<file path="src/rtl/mac_pkg.sv">
package mac_pkg;
  localparam int ADDR_W = 3;

  typedef enum logic [1:0] {
    MODE_UMUL = 2'd0,
    MODE_SMUL = 2'd1,
    MODE_UMAC = 2'd2,
    MODE_SMAC = 2'd3
  } mac_mode_e;

  localparam logic [ADDR_W-1:0] A_OP2    = 3'd4;
  localparam logic [ADDR_W-1:0] A_RES_LO = 3'd5;
  localparam logic [ADDR_W-1:0] A_RES_HI = 3'd6;
  localparam logic [ADDR_W-1:0] A_EXT    = 3'd7;
endpackage

</file>
<file path="src/rtl/mac_addr_dec.sv">
module mac_addr_dec
  import mac_pkg::*;
(
  input  logic              wr_i,
  input  logic [ADDR_W-1:0] addr_i,
  output logic              op1_wr_o,
  output logic              op2_wr_o,
  output mac_mode_e         mode_o
);
  // first-operand addresses lie below the second-operand address; low bits pick the mode
  always_comb begin
    op1_wr_o = wr_i && (addr_i < A_OP2);
    op2_wr_o = wr_i && (addr_i == A_OP2);
    mode_o   = mac_mode_e'(addr_i[1:0]);
  end
endmodule

</file>
<file path="src/rtl/mac_arith.sv">
module mac_arith
  import mac_pkg::*;
#(
  parameter int DATA_W = 16
) (
  input  mac_mode_e           mode_i,
  input  logic [DATA_W-1:0]   a_i,
  input  logic [DATA_W-1:0]   b_i,
  input  logic [2*DATA_W-1:0] acc_i,
  output logic [2*DATA_W-1:0] res_o,
  output logic [DATA_W-1:0]   ext_o
);
  localparam int RES_W = 2 * DATA_W;
  localparam int SUM_W = RES_W + 1;

  logic             sgn;
  logic             acc_en;
  logic [SUM_W-1:0] a_x, b_x, prod, acc_x, sum;

  always_comb begin
    sgn    = (mode_i == MODE_SMUL) || (mode_i == MODE_SMAC);
    acc_en = (mode_i == MODE_UMAC) || (mode_i == MODE_SMAC);
    // extend to SUM_W bits; the low SUM_W bits of the product are exact in both signednesses
    a_x    = {{(SUM_W-DATA_W){sgn & a_i[DATA_W-1]}}, a_i};
    b_x    = {{(SUM_W-DATA_W){sgn & b_i[DATA_W-1]}}, b_i};
    prod   = a_x * b_x;
    acc_x  = acc_en ? {sgn & acc_i[RES_W-1], acc_i} : '0;
    sum    = acc_x + prod;
    res_o  = sum[RES_W-1:0];
    ext_o  = sgn ? {DATA_W{sum[RES_W]}} : {{(DATA_W-1){1'b0}}, sum[RES_W]};
  end
endmodule

</file>
<file path="src/rtl/mac_periph.sv">
module mac_periph
  import mac_pkg::*;
#(
  parameter int DATA_W = 16
) (
  input  logic              clk_i,
  input  logic              rst_ni,
  input  logic              bus_wr_i,
  input  logic [2:0]        bus_addr_i,
  input  logic [DATA_W-1:0] bus_wdata_i,
  output logic [DATA_W-1:0] bus_rdata_o
);
  localparam int RES_W = 2 * DATA_W;

  logic              op1_wr, op2_wr;
  mac_mode_e         mode_dec, mode_q;
  logic [DATA_W-1:0] op1_q, op2_q, ext_q, ext_nxt;
  logic [RES_W-1:0]  res_q, res_nxt;

  mac_addr_dec u_dec (
    .wr_i     (bus_wr_i),
    .addr_i   (bus_addr_i),
    .op1_wr_o (op1_wr),
    .op2_wr_o (op2_wr),
    .mode_o   (mode_dec)
  );

  // operand B taken straight from the bus so the result lands in the write cycle
  mac_arith #(.DATA_W(DATA_W)) u_arith (
    .mode_i (mode_q),
    .a_i    (op1_q),
    .b_i    (bus_wdata_i),
    .acc_i  (res_q),
    .res_o  (res_nxt),
    .ext_o  (ext_nxt)
  );

  always_ff @(posedge clk_i or negedge rst_ni) begin
    if (!rst_ni) begin
      op1_q  <= '0;
      op2_q  <= '0;
      mode_q <= MODE_UMUL;
      res_q  <= '0;
      ext_q  <= '0;
    end else begin
      if (op1_wr) begin
        op1_q  <= bus_wdata_i;
        mode_q <= mode_dec;
      end
      if (op2_wr) begin
        op2_q <= bus_wdata_i;
        res_q <= res_nxt;
        ext_q <= ext_nxt;
      end
    end
  end

  always_comb begin
    case (bus_addr_i)
      A_OP2:    bus_rdata_o = op2_q;
      A_RES_LO: bus_rdata_o = res_q[DATA_W-1:0];
      A_RES_HI: bus_rdata_o = res_q[RES_W-1:DATA_W];
      A_EXT:    bus_rdata_o = ext_q;
      default:  bus_rdata_o = op1_q;
    endcase
  end

  assert_umul_R4: assert property (@(posedge clk_i) disable iff (!rst_ni)
    (op2_wr && mode_q == MODE_UMUL) |=>
      (res_q == ({{DATA_W{1'b0}}, $past(op1_q)} * {{DATA_W{1'b0}}, $past(bus_wdata_i)}))
      && (ext_q == '0));

  assert_uext_R6: assert property (@(posedge clk_i) disable iff (!rst_ni)
    (op2_wr && mode_q == MODE_UMAC) |=> (ext_q[DATA_W-1:1] == '0));

  assert_sext_R7: assert property (@(posedge clk_i) disable iff (!rst_ni)
    (op2_wr && (mode_q == MODE_SMUL || mode_q == MODE_SMAC)) |=>
      (ext_q == '0 || ext_q == '1));

  assert_op1_hold_R8: assert property (@(posedge clk_i) disable iff (!rst_ni)
    !op1_wr |=> ($stable(op1_q) && $stable(mode_q)));

  assert_res_hold_R11: assert property (@(posedge clk_i) disable iff (!rst_ni)
    !op2_wr |=> ($stable(res_q) && $stable(ext_q)));
endmodule

</file>
<file path="config.mk">
export PLATFORM = sky130hd
export DESIGN_NAME = mac_periph
export DESIGN_NICKNAME = d
export VERILOG_FILES = /design/src/rtl/mac_pkg.sv /design/src/rtl/mac_addr_dec.sv /design/src/rtl/mac_arith.sv /design/src/rtl/mac_periph.sv
export SDC_FILE = /design/constraint.sdc
export NUM_CORES = 1
export LEC_CHECK = 0
export ABC_CLOCK_PERIOD_IN_PS = 6400
export BUFFER_PORTS_ARGS = -buffer_cell sky130_fd_sc_hd__clkbuf_2
export CAP_MARGIN = 10
export CELL_PAD_IN_SITES_DETAIL_PLACEMENT = 0
export CELL_PAD_IN_SITES_GLOBAL_PLACEMENT = 1
export CORE_MARGIN = 5
export CORE_UTILIZATION = 25
export CTS_BUF_LIST = sky130_fd_sc_hd__clkbuf_16
export CTS_CLUSTER_SIZE = 20
export DETAILED_ROUTE_END_ITERATION = 10
export GPL_TIMING_DRIVEN = 1
export PLACE_DENSITY = 0.48
export REMOVE_ABC_BUFFERS = 1
export SYNTH_ARGS = -nofsm -noshare
export SYNTH_HDL_FRONTEND = slang
export SYNTH_SLANG_ARGS = --single-unit
</file>
<file path="constraint.sdc">
create_clock -name clk_i -period 6.4 [get_ports clk_i]
set_input_delay 0.64 -clock clk_i [delete_from_list [all_inputs] [get_ports clk_i]]
set_output_delay 0.64 -clock clk_i [all_outputs]
set_load 0.005 [all_outputs]
</file>
==> results of run 1 <==
[worst paths after layout]
kind | startpoint | end | cells past startpoint
setup / recovery | mode_q[0]$_DFFE_PN0P_ | ext_q[14]$_DFFE_PN0P_ | 21
hold / removal | rst_ni | res_q[0]$_DFFE_PN0P_ | 1
setup reg to reg | mode_q[0]$_DFFE_PN0P_ | ext_q[14]$_DFFE_PN0P_ | 21
hold reg to reg | op2_q[4]$_DFFE_PN0P_ | op2_q[4]$_DFFE_PN0P_ | 2
max in group asynchronous | rst_ni | op1_q[8]$_DFFE_PN0P_ | 1
min in group clk_i | op2_q[4]$_DFFE_PN0P_ | op2_q[4]$_DFFE_PN0P_ | 2
[flip-flops by register name, summed over array words and instances, names as in the netlist]
signal  cells
op1_q      16
res_q      32
ext_q       2
op2_q      16
mode_q      2
[stage by stage]
| stage | setup TNS, ps | hold WS, ps | area, um2 |
|---|---|---|---|
| 2_1_floorplan | -18.4 | 344 | 15000 |
| 3_3_place_gp | -699 | 457 | 17100 |
| 3_5_place_dp | -1110 | 462 | 17100 |
| 4_1_cts | 0 | 478 | 17400 |
| 5_1_grt | -52.2 | 494 | 17400 |
| 6_report | 0 | 437 | 17400 |
[synth_stat cells (all sizes together) (2+ instances only)]
master   number  area share [%]
a31o          4            0.23
xor2          8            0.46
o211ai        3            0.24
o31a          2            0.12
nor2b         4            0.16
a31oi         5            0.20
ha           99             8.1
a21o         11            0.55
nand2       298             7.3
mux2         19             1.4
nor3          4            0.13
or3           6            0.25
buf           4            0.15
fa          331              43
a221o         2            0.13
o21ai        27            0.91
and4          2            0.11
dfrtp        68              11
or2           4            0.16
and3          7            0.32
clkbuf       81             2.0
inv         394             9.7
a21boi        2           0.098
nand4         2           0.082
nand3        12            0.42
nor2         55             1.3
o21a          6            0.29
o21bai        3            0.15
xnor2        17            0.97
a21oi        44             1.4
o2111ai       2            0.16
nand2b        2           0.082
o31ai         9            0.51
mux2i        15            0.98
a211oi       11            0.54
and2        115             4.7
[layout make-up]
cell class | count | area [um2] | share of cell area [%]
multi-input combinational | 1147 | 11900 | 68.1
sequential | 68 | 1710 | 9.79
inverter | 394 | 1480 | 8.49
timing repair buffer | 150 | 1120 | 6.45
tap | 782 | 978 | 5.62
clock buffer | 9 | 225 | 1.29
clock inverter | 7 | 42.5 | 0.244
antenna | 1 | 2.50 | 0.0144
[cell families after synthesis]
family / synth area share, %
AO/OA/AOI/OAI: 6.17
XOR/XNOR: 1.73
adder cells (fa/ha/maj): 51.3
buffers and inverters: 11.8
flip-flops: 11.1
multiplexers: 2.52
AND/OR/NAND/NOR: 15.3
[routing by layer]
metal  global-route usage, %  vias to the layer above  part of all wire [%]
met5                       0                        -                 0.015
met4                    2.27                        2                   1.5
met3                    1.82                       33                   3.0
met2                    24.7                      159                    48
met1                    21.2                     5686                    48
li1                        -                     5157                     -
[critical path, delay by kind of cell (launching register included)]
kind	cells	cell delay, ps
adders and majority gates	7	3250
AOI/OAI and AO/OA	7	1620
buffers and inverters	5	640
DFF	1	380
and+or+nand+nor	2	210
[repair_timing]
| item | in CTS | in global routing |
|---|---|---|
| buffers inserted | 0 | 0 |
| resized for setup | 1 | 14 |
| pin swaps | 0 | 1 |
| setup endpoints to repair | 1 | 6 |
==> flow_summary.yaml, run 1 <==
grt:
  grt_max_degree: 69
  global_route.usage.total_pct: 14.8
  overflow: 0
  grt_pass1_vias: 12700
  grt_pass1_wl_mm: 76.7
  antenna_found_initial: 1
yosys:
  syn_inst: 1694
  syn_area_per_cell_um2: 9.04
  ys_seq_area_share_pct: 11.1
  synth_seq_cells: 68
  async_flop_share_pct: 100
  yosysWarnings: 0
  synth.distinct_cells: 64
  synth_edf_count: 0
  synth.cell_area_um2: 15300
  ys.flop_type: "dfrtp_1"
layout:
  area_growth_pct: 13.7
  layout_common_cells: "393 x inv_1, 328 x fa_1, 298 x nand2_1"
  fillers: 6447
  final_nets: 2222
  fin_cells: 2558
  final_common_cell: "inv_1"
  layout-drive-gt1-share_pct: 12.3
  fin_util_pct: 28.8
sta:
  period_share_pct: 96.6
  finalWorstSetupSlack_ps: 220
  layout_min_cycle_time_ps: 6180
  fmax_mhz: 162
  rsz0062_at_grt: "yes"
  setup_viol: 0
  hold_viol: 0
  relSlewSlack_pct: 29.1
  slew_viol_final: 0
  tightest_slew_ps: 1060
  fin_worst_skew_ps: 12.1
setup_path:
  crit_arrival_ps: 6440
  cp_common_cell: "fa_1"
  crit_fanout: 13
  cp_slowest_cell: "fa_1"
  critPathMaxStageDelay_ps: 560
  startpoint_type: "register"
  endpoint_kind: "register"
  critPathKind: "register to register"
  reg2reg_slack_ps: 220
  required_ps: 6660
  crit_chain: "buf_4, nand2_1, buf_12, buf_4, nor2_1, fa_1, inv_1, fa_1, fa_1, fa_1, fa_1, fa_1, inv_1, ha_1, a21o_1, a221o_1, a31oi_2, o32ai_2, o2111ai_2, a31oi_1, o31ai_2"
clock_network:
  clk_latency_ps: 350
  cts_tree: "built"
  clk_path_buf_depth: 2
  cts_buffers: 9
  root_buffer: "clkbuf_16"
  cts.clk_slew.worst_paths_ps: 60
  h-tree-depth: 3
  cts_sinks: 68
  ctsHoldBuffers: 0
floorplanning:
  die_h_um: 258
  num_rows: 90
  core_um2: 60500
  die_w_um: 258
  ios: 38
  start_util_pct: 25.3
  die_area_um2: 66300
place:
  gp_congestion: 0.808
  post-place-ws_ps: -324
  port_buffers: 37
  hpwl_mm: 40.2
  dp_cells: 2541
drt:
  firstDrtPassIters: 5
  viasPerCell: 4.31
  wl_per_cell_um: 18.5
  first_iter_violations: 449
  num_vias: 11000
  totalWireLength_mm: 47.3
  route.detailed.drc: 0
  ant_nets: 0
status:
  status: "finished clean"
min_path:
  hold_class: "primary input to asynchronous set/reset pin"
job:
  cap_violations: 0
Power of run 1 is left out: the tool's default activity adds up to more than one toggle a clock period on the data nets, which glitch-free logic cannot reach.
==> run 2: changes to the inputs <==
Settings changed: CORE_UTILIZATION 25 to 47, PLACE_DENSITY 0.48 to 0.8.
==> flow_summary.yaml, run 2 (synthesized netlist as in run 1, its figures left out) <==
status:
  status: "finished clean"
sta:
  relSlewSlack_pct: 24.9
  period_share_pct: 95.5
  tightest_slew_ps: 1120
  fmax_mhz: 164
  whs_ps: 475
  setup_viol: 0
  hold_viol: 0
  layout_min_cycle_time_ps: 6110
  fin_worst_skew_ps: 11.0
  slew_viol_final: 0
layout:
  regMostFlops: "res_q"
  final_common_cell: "inv_1"
  antenna_cells: 0
  layout-drive-gt1-share_pct: 10.8
  area_growth_pct: 9.58
  layout_common_cells: "393 x inv_1, 330 x fa_1, 298 x nand2_1"
  fin_util_pct: 51.9
  top_regs: "res_q x32, op1_q x16, op2_q x16"
  fin_cells: 2194
  final_nets: 2199
  largest_reg_flops: 32
place:
  hpwl_mm: 33.3
  gp_congestion: 0.902
  port_buffers: 37
  dp_cells: 2176
clock_network:
  cts_sinks: 68
  ctsHoldBuffers: 0
  cts.clk_slew.worst_paths_ps: 70
  cts_buffers: 9
  clk_latency_ps: 340
  cts_tree: "built"
  clk_path_buf_depth: 2
  h-tree-depth: 3
  root_buffer: "clkbuf_16"
setup_path:
  reg2reg_depth: 18
  worst_r2r_endpoint: "ext_q[14]$_DFFE_PN0P_"
  critPathKind: "register to register"
  reg2reg_slack_ps: 290
  startpoint_type: "register"
  required_ps: 6660
  r2r-start: "op1_q[10]$_DFFE_PN0P_"
  endpoint_kind: "register"
  crit_fanout: 10
  crit_arrival_ps: 6370
min_path:
  hold_end: "op2_q[1]$_DFFE_PN0P_"
  min_path_cells: 2
  hold_class: "register to register"
  hold_path.startpoint: "op2_q[1]$_DFFE_PN0P_"
drt:
  wl_per_cell_um: 18.0
  num_vias: 11300
  route.detailed.drc: 0
  first_iter_violations: 726
  ant_nets: 0
  firstDrtPassIters: 5
  viasPerCell: 5.16
  totalWireLength_mm: 39.4
grt:
  grt_pass1_wl_mm: 66.5
  overflow: 0
  global_route.usage.total_pct: 23.2
  antenna_found_initial: 0
  grt_max_degree: 69
  grt_pass1_vias: 12500
floorplanning:
  die_area_um2: 36300
  die_h_um: 191
  ios: 38
  num_rows: 66
  die_w_um: 191
  core_um2: 32400
  start_util_pct: 47.3
job:
  cap_violations: 0
## run 2: how the worst max path moves through the flow
| stage | end | depth (start not counted) | slack [ps] | startpoint |
|---|---|---|---|---|
| 2_1_floorplan | ext_q[14]$_DFFE_PN0P_ | 23 | -20 | op1_q[15]$_DFFE_PN0P_ |
| 3_3_place_gp | ext_q[14]$_DFFE_PN0P_ | 21 | -50 | bus_wdata_i[3] |
| 3_5_place_dp | ext_q[14]$_DFFE_PN0P_ | 21 | -150 | bus_wdata_i[3] |
| 4_1_cts | ext_q[14]$_DFFE_PN0P_ | 20 | 80 | mode_q[0]$_DFFE_PN0P_ |
| 5_1_grt | ext_q[14]$_DFFE_PN0P_ | 21 | -6 | op1_q[11]$_DFFE_PN0P_ |
| 6_report | ext_q[14]$_DFFE_PN0P_ | 18 | 290 | op1_q[10]$_DFFE_PN0P_ |
## run 2: per-layer routing
layer	wire length (um)	global-route usage (%)	share of wire, %	up-vias
met1	17500	33.6	44	5805
met5	0	0	0	-
li1	-	-	-	5119
met3	2750	4.14	7.0	54
met2	18500	37.3	47	342
met4	697	4.20	1.8	0
## run 2: worst max-delay path, stage by stage, from the launching register on
cell and delay (ps):
dfrtp_1 580, buf_4 290, and2_1 180, fa_1 530, inv_1 60, fa_1 550, fa_1 440, fa_1 520
fa_1 430, fa_1 510, inv_1 50, ha_1 310, a21o_1 220, a221o_1 380, a31oi_2 220, o32ai_2 140
o2111ai_2 260, a31oi_1 140, o31ai_2 220
## run 2: layout make-up
cell class	count	area [um2]
fillers	3063	15600
inverters	394	1480
multi-input cells	1147	11800
well taps	442	553
clock inverters	7	73.8
repair buffers	127	911
flip-flops and latches	68	1700
clock buffers	9	225
## run 2: stage by stage
step	worst slack [ps]	TNS [ps]	area, um2
3_5_place_dp	-151	-355	16400
4_1_cts	81.6	0	16800
6_report	286	0	16800
5_1_grt	-6.43	-6.43	16800
2_1_floorplan	-18.4	-18.4	15000
3_3_place_gp	-47.0	-47.0	16400
## run 2: timing repair
| item | 4_1_cts | 5_1_grt |
|---|---|---|
| gates resized for setup | 2 | 4 |
| pin swaps | 0 | 2 |
| setup buffers | 0 | 2 |
| setup endpoints to repair | 1 | 5 |
Power of run 2 is left out for the same reason.
